`config.mk`:
```
export PLATFORM = sky130hd
export DESIGN_NAME = sdram_cmd_tracker
export DESIGN_NICKNAME = d
export VERILOG_FILES = /design/src/rtl/sdc_pkg.sv /design/src/rtl/sdc_cmd_decode.sv /design/src/rtl/sdc_bank_track.sv /design/src/rtl/sdc_exit_timer.sv /design/src/rtl/sdram_cmd_tracker.sv
export SDC_FILE = /design/constraint.sdc
export NUM_CORES = 1
export LEC_CHECK = 0
export ABC_AREA = 1
export CAP_MARGIN = 20
export CORE_ASPECT_RATIO = 0.75
export CORE_UTILIZATION = 29
export CTS_CLUSTER_SIZE = 25
export DETAILED_ROUTE_END_ITERATION = 7
export GPL_ROUTABILITY_DRIVEN = 1
export PLACE_DENSITY_LB_ADDON = 0.05
export SYNTH_ARGS = -nofsm -noshare
export SYNTH_HDL_FRONTEND = slang
export SYNTH_SLANG_ARGS = --single-unit
```
`constraint.sdc`:
```
create_clock -name clk -period 1.9 [get_ports clk]
set_input_delay 0.19 -clock clk [delete_from_list [all_inputs] [get_ports clk]]
set_output_delay 0.19 -clock clk [all_outputs]
set_load 0.1 [all_outputs]
```
`src/rtl/sdc_pkg.sv`:
```
package sdc_pkg;

  typedef enum logic [1:0] {
    PS_NORMAL  = 2'd0,
    PS_PDOWN   = 2'd1,
    PS_SUSPEND = 2'd2,
    PS_SELFREF = 2'd3
  } pstate_e;

  // pin code {row_strobe_n, col_strobe_n, write_en_n}
  localparam logic [2:0] OP_MODE = 3'b000;
  localparam logic [2:0] OP_AREF = 3'b001;
  localparam logic [2:0] OP_PRE  = 3'b010;
  localparam logic [2:0] OP_ACT  = 3'b011;
  localparam logic [2:0] OP_WR   = 3'b100;
  localparam logic [2:0] OP_RD   = 3'b101;
  localparam logic [2:0] OP_BST  = 3'b110;
  localparam logic [2:0] OP_NOP  = 3'b111;

  // one-hot command vector positions
  localparam int C_NOP  = 0;
  localparam int C_MRS  = 1;
  localparam int C_ACT  = 2;
  localparam int C_RD   = 3;
  localparam int C_WR   = 4;
  localparam int C_PRE  = 5;
  localparam int C_BST  = 6;
  localparam int C_AREF = 7;
  localparam int C_SREF = 8;
  localparam int C_PDN  = 9;
  localparam int C_SUSP = 10;
  localparam int C_EXIT = 11;
  localparam int C_HOLD = 12;
  localparam int CMD_N  = 13;

endpackage

```
`src/rtl/sdc_cmd_decode.sv`:
```
module sdc_cmd_decode
  import sdc_pkg::*;
(
  input  logic             cke_prev,
  input  logic             cke,
  input  logic             sel_n,
  input  logic [2:0]       op,
  input  logic             bank_hit,
  input  logic             any_open,
  input  logic             wait_busy,
  input  pstate_e          cur_st,
  output logic [CMD_N-1:0] cmd,
  output logic             bad,
  output pstate_e          nxt_st
);

  logic quiet;
  assign quiet = sel_n || (op == OP_NOP);

  always_comb begin
    cmd    = '0;
    bad    = 1'b0;
    nxt_st = cur_st;
    case (cur_st)
      PS_NORMAL: begin
        if (!cke_prev) begin
          cmd[C_HOLD] = 1'b1;
        end else if (wait_busy && !quiet) begin
          bad = 1'b1;
        end else if (!cke) begin
          if (quiet) begin
            if (any_open) begin
              cmd[C_SUSP] = 1'b1;
              nxt_st      = PS_SUSPEND;
            end else begin
              cmd[C_PDN] = 1'b1;
              nxt_st     = PS_PDOWN;
            end
          end else if (op == OP_AREF) begin
            if (any_open) bad = 1'b1;
            else begin
              cmd[C_SREF] = 1'b1;
              nxt_st      = PS_SELFREF;
            end
          end else if (any_open) begin
            cmd[C_SUSP] = 1'b1;
            nxt_st      = PS_SUSPEND;
          end else begin
            bad = 1'b1;
          end
        end else if (quiet) begin
          cmd[C_NOP] = 1'b1;
        end else begin
          case (op)
            OP_MODE: if (any_open) bad = 1'b1; else cmd[C_MRS] = 1'b1;
            OP_AREF: if (any_open) bad = 1'b1; else cmd[C_AREF] = 1'b1;
            OP_PRE:  cmd[C_PRE] = 1'b1;
            OP_ACT:  if (bank_hit) bad = 1'b1; else cmd[C_ACT] = 1'b1;
            OP_WR:   if (bank_hit) cmd[C_WR] = 1'b1; else bad = 1'b1;
            OP_RD:   if (bank_hit) cmd[C_RD] = 1'b1; else bad = 1'b1;
            OP_BST:  cmd[C_BST] = 1'b1;
            default: cmd[C_NOP] = 1'b1;
          endcase
        end
      end
      PS_PDOWN, PS_SELFREF: begin
        if (!cke) begin
          cmd[C_HOLD] = 1'b1;
        end else if (quiet) begin
          cmd[C_EXIT] = 1'b1;
          nxt_st      = PS_NORMAL;
        end else begin
          bad = 1'b1;
        end
      end
      default: begin
        if (!cke) begin
          cmd[C_HOLD] = 1'b1;
        end else begin
          cmd[C_EXIT] = 1'b1;
          nxt_st      = PS_NORMAL;
        end
      end
    endcase
  end

endmodule

```
`src/rtl/sdc_bank_track.sv`:
```
module sdc_bank_track #(
  parameter int NUM_BANKS = 4,
  localparam int BA_W = (NUM_BANKS > 1) ? $clog2(NUM_BANKS) : 1
) (
  input  logic                 clk,
  input  logic                 rst,
  input  logic                 do_act,
  input  logic                 do_pre,
  input  logic                 do_rw,
  input  logic                 ap,
  input  logic [BA_W-1:0]      ba,
  output logic [NUM_BANKS-1:0] open_q
);

  for (genvar g = 0; g < NUM_BANKS; g++) begin : g_bank
    logic sel;
    assign sel = (ba == BA_W'(g));
    always_ff @(posedge clk) begin
      if (rst) begin
        open_q[g] <= 1'b0;
      end else if (do_act && sel) begin
        open_q[g] <= 1'b1;
      end else if ((do_pre && (ap || sel)) || (do_rw && ap && sel)) begin
        open_q[g] <= 1'b0;
      end
    end
  end

endmodule

```
`src/rtl/sdc_exit_timer.sv`:
```
module sdc_exit_timer #(
  parameter int SREF_EXIT_CYC = 9,
  parameter int PDN_EXIT_CYC  = 1,
  localparam int WMAX = (SREF_EXIT_CYC > PDN_EXIT_CYC) ?
                        ((SREF_EXIT_CYC > 1) ? SREF_EXIT_CYC : 1) :
                        ((PDN_EXIT_CYC > 1) ? PDN_EXIT_CYC : 1),
  localparam int CNT_W = $clog2(WMAX + 1)
) (
  input  logic clk,
  input  logic rst,
  input  logic exit_go,
  input  logic from_sref,
  input  logic from_pdn,
  output logic busy
);

  logic [CNT_W-1:0] cnt_q;

  always_ff @(posedge clk) begin
    if (rst) begin
      cnt_q <= '0;
    end else if (exit_go) begin
      if (from_sref)     cnt_q <= CNT_W'(SREF_EXIT_CYC);
      else if (from_pdn) cnt_q <= CNT_W'(PDN_EXIT_CYC);
      else               cnt_q <= '0;
    end else if (cnt_q != '0) begin
      cnt_q <= cnt_q - 1'b1;
    end
  end

  assign busy = (cnt_q != '0);

endmodule

```
`src/rtl/sdram_cmd_tracker.sv`:
```
module sdram_cmd_tracker
  import sdc_pkg::*;
#(
  parameter int NUM_BANKS     = 4,
  parameter int SREF_EXIT_CYC = 9,
  parameter int PDN_EXIT_CYC  = 1,
  localparam int BA_W = (NUM_BANKS > 1) ? $clog2(NUM_BANKS) : 1
) (
  input  logic                 clk,
  input  logic                 rst,
  input  logic                 clk_en,
  input  logic                 chip_sel_n,
  input  logic                 row_strobe_n,
  input  logic                 col_strobe_n,
  input  logic                 write_en_n,
  input  logic [BA_W-1:0]      bank_i,
  input  logic                 ap_flag_i,
  input  logic                 wr_mode_bit_i,
  input  logic                 burst_adv_i,
  output logic [CMD_N-1:0]     cmd_o,
  output logic [1:0]           pstate_o,
  output logic                 illegal_o,
  output logic [NUM_BANKS-1:0] bank_open_o,
  output logic                 rd_burst_wr_single_o,
  output logic                 burst_adv_o
);

  pstate_e          st_q, st_nxt;
  logic             cke_q;
  logic [CMD_N-1:0] dec_cmd, cmd_q;
  logic             dec_bad, ill_q, mode_q, adv_q, wait_busy;
  logic [NUM_BANKS-1:0] open_q;

  sdc_cmd_decode u_dec (
    .cke_prev  (cke_q),
    .cke       (clk_en),
    .sel_n     (chip_sel_n),
    .op        ({row_strobe_n, col_strobe_n, write_en_n}),
    .bank_hit  (open_q[bank_i]),
    .any_open  (|open_q),
    .wait_busy (wait_busy),
    .cur_st    (st_q),
    .cmd       (dec_cmd),
    .bad       (dec_bad),
    .nxt_st    (st_nxt)
  );

  sdc_bank_track #(.NUM_BANKS(NUM_BANKS)) u_banks (
    .clk    (clk),
    .rst    (rst),
    .do_act (dec_cmd[C_ACT]),
    .do_pre (dec_cmd[C_PRE]),
    .do_rw  (dec_cmd[C_RD] | dec_cmd[C_WR]),
    .ap     (ap_flag_i),
    .ba     (bank_i),
    .open_q (open_q)
  );

  sdc_exit_timer #(
    .SREF_EXIT_CYC (SREF_EXIT_CYC),
    .PDN_EXIT_CYC  (PDN_EXIT_CYC)
  ) u_wait (
    .clk       (clk),
    .rst       (rst),
    .exit_go   (dec_cmd[C_EXIT]),
    .from_sref (st_q == PS_SELFREF),
    .from_pdn  (st_q == PS_PDOWN),
    .busy      (wait_busy)
  );

  always_ff @(posedge clk) begin
    if (rst) begin
      st_q   <= PS_NORMAL;
      cke_q  <= 1'b0;
      cmd_q  <= CMD_N'(1);
      ill_q  <= 1'b0;
      mode_q <= 1'b0;
      adv_q  <= 1'b0;
    end else begin
      st_q   <= st_nxt;
      cke_q  <= clk_en;
      cmd_q  <= dec_cmd;
      ill_q  <= dec_bad;
      if (dec_cmd[C_MRS]) mode_q <= wr_mode_bit_i;
      adv_q  <= burst_adv_i && (st_nxt != PS_SUSPEND);
    end
  end

  assign cmd_o                = cmd_q;
  assign pstate_o             = st_q;
  assign illegal_o            = ill_q;
  assign bank_open_o          = open_q;
  assign rd_burst_wr_single_o = mode_q;
  assign burst_adv_o          = adv_q;

endmodule

```
==> results_dict.tcl <==
set metrics [dict create \
    path_clk_slew_ps 90 \
    drv_slew 0 \
    wl_microns 3583 \
    power_switching_uw 575.0 \
    synth_largest_area_cell "dfxtp_1" \
    crit_path_frequent_cell "nand2_1" \
    grt_pass1_vias 1272 \
    io_buffers 33 \
    cts.repair.resized 0 \
    timing.final.crit_share_pct 89.40 \
    insertion_delay_ps 270 \
    min_path_type "in -> reg" \
    syn_to_final_growth_pct 30.87 \
    grt_start_max_net_pins 16 \
    peakVddDrop_uv 614.9 \
    ys_types 26 \
    synthesis.area_sq_um 1374 \
    h-tree-depth 1 \
    pwr-share-clk_pct 21.4 \
    placedCellCount 286 \
    critical_path_required_ps 2070 \
    fp.dieH_microns 61.61 \
    vias 1359 \
    antenna_cells 0 \
    max_slew_margin_pct 76.71 \
    yosysSeqAreaShare_pct 39.34 \
    start_kind "register" \
    worstPathArrival_ps 1870 \
    slowest_delay_ps 330 \
    setup_violations 0 \
    overflow 0 \
    core-area_sq_um 4493 \
    pwr-share-comb_pct 35.5 \
    antenna_found_initial 0 \
    cp-end-kind "register" \
    num_io_pins 34 \
    dr.pass1.iters 4 \
    drtIter0Drc 57 \
    antenna_left 0 \
    via_per_inst 4.686 \
    ys_warn_count 0 \
    path_class "reg -> reg" \
    nets 249 \
    tightest_slew_ps 348.9 \
    intPower_uw 944.2 \
    fin_util_pct 40.02 \
    status "completed" \
    ys_seq_elements 27 \
    start_util_pct 30.58 \
    crit_chain "inv_1 > ha_1 > nand2_1 > nor2_2 > o21ai_4 > nor2_4 > nand2_1 > nand2_2 > nand3_1 > nand2_1 > nand2_1" \
    fin_setup_tns_ps 0 \
    syn-instance-count 194 \
    fmax_mhz 588.7 \
    wl_per_cell_microns 12.36 \
    root_buffer "clkbuf_8" \
    cts_buffer_depth 2 \
    synth_area_leaders "dfxtp_1 (39%), nand2_1 (12%), nor2_1 (9.3%)" \
    die_area_sq_um 5019 \
    crit_path_max_fanout 6 \
    cts_made_buffers 3 \
    power.density_nw_per_um2 844.9 \
    cts.hold.buffers_added 0 \
    final.min_clock_period_ps 1699 \
    pwr-share-seq_pct 43.1 \
    synth.avg_cell_area_sq_um 7.082 \
    max_cap_viol_count 0 \
    skew_ps 3.621 \
    grt_pass1_wl_microns 5858 \
    cts.sinks 27 \
    switching_share_pct 37.85 \
    rows 21 \
    drive_gt1_share_pct 25.75 \
    gp_congestion 0.8878 \
    synth.net_count 209 \
    layout_common_cells "nand2_1 (44), nor2_1 (34), buf_4 (27), dfxtp_1 (23), nand3_1 (18)" \
    post_cts_buffers 0 \
    hold_viol 0 \
    rsz0062_at_grt "no" \
    yosys.area.top_type_share_pct 39.34 \
    hpwl_microns 2787 \
    instances_no_fill 290 \
    grt_usage_pct 15.77 \
    fp.dieW_microns 81.48 \
    drc 0 \
    p_leak_uw 0.0008244 \
    cts_tree "built" \
    slowest_stage "dfxtp_1" \
    reg2reg_slack_ps 200 \
    layout_commonest_cell "nand2_1" \
]
## cells in the mapped netlist
| master | count |
|---|---|
| nor2_4 | 3 |
| nor3_4 | 1 |
| nand4_1 | 3 |
| nor3_2 | 1 |
| inv_2 | 6 |
| or2_1 | 1 |
| clkbuf_1 | 3 |
| nand3_2 | 2 |
| ha_1 | 3 |
| o21ai_4 | 1 |
| nand2_4 | 1 |
| o21ai_0 | 5 |
| nand3_1 | 18 |
| nor2_2 | 6 |
| nor3_1 | 1 |
| o21ai_1 | 1 |
| a21oi_1 | 8 |
| xnor2_1 | 1 |
| nand2_2 | 4 |
| a31oi_1 | 1 |
| nand2_1 | 44 |
| inv_1 | 14 |
| o2111a_1 | 2 |
| nor2_1 | 34 |
| nor4_1 | 3 |
| dfxtp_1 | 27 |
## power groups by stage
stage                     clock network, uW  logic, uW  registers [uW]
after floorplan                           0        326             729
after global placement                    0        516             665
after detailed placement                  0        535             667
after CTS                               341        537             654
after global routing                    362        595             664
final                                   326        539             654
## registers in the layout, indices dropped and copies added, names as in the netlist
register	cells
cmd_o	13
u_banks.open_q	4
u_wait.cnt_q	4
pstate_o	2
burst_adv_o	1
cke_q	1
illegal_o	1
rd_burst_wr_single_o	1
## metal layers
layer	wire, microns	track usage [%]
met1	1812	21.67
met2	1439	24.40
met3	289	4.000
met4	42	4.592
met5	0	0
## worst max-delay path, delay by kind of cell (launching register included)
family                   cells  cell delay [ps]
buffers and inverters        1              120
adder cells (fa/ha/maj)      1              160
AO/OA/AOI/OAI                1              160
AND/OR/NAND/NOR              8              830
flip-flops                   1              330
## cell families (layout without fill, tap and decap cells)
group	Yosys count	after routing	share of synthesized area [%]
xor+xnor	1	1	0.6376
flops	27	27	39.34
fa+ha+maj	3	3	2.733
simple gates	122	122	42.62
compound gates	18	18	8.379
buf+inv	23	62	6.284
## path summary, 6_finish.rpt
path	startpoint	end	cells past startpoint
max	u_wait.cnt_q[0]	u_banks.open_q[3]	11
min	wr_mode_bit_i	rd_burst_wr_single_o	3
max reg2reg	u_wait.cnt_q[0]	u_banks.open_q[3]	11
min reg2reg	u_wait.cnt_q[0]	u_wait.cnt_q[0]	2
## per-stage QoR
stage | total power, uW | instance area (sq um) | setup WS, ps | hold slack (ps)
3_3_place_gp | 1181 | 1752 | 30.92 | 507.3
3_5_place_dp | 1201 | 1752 | 68.03 | 517.3
5_1_grt | 1621 | 1798 | 32.40 | 484.6
2_1_floorplan | 1054 | 1379 | 57.22 | 268.1
4_1_cts | 1533 | 1798 | 202.2 | 451.4
6_report | 1519 | 1798 | 201.3 | 458.7
## final cells by class
type                       count  area [sq um]
fill                         473          2695
multi-input combinational    144         747.0
sequential                    27         545.5
timing repair buffer          38         312.8
inverter                      20         75.07
tap                           57         71.32
clock buffer                   3         41.29
clock inverter                 1         5.005
No activity file was read; power rests on OpenSTA's default activity.
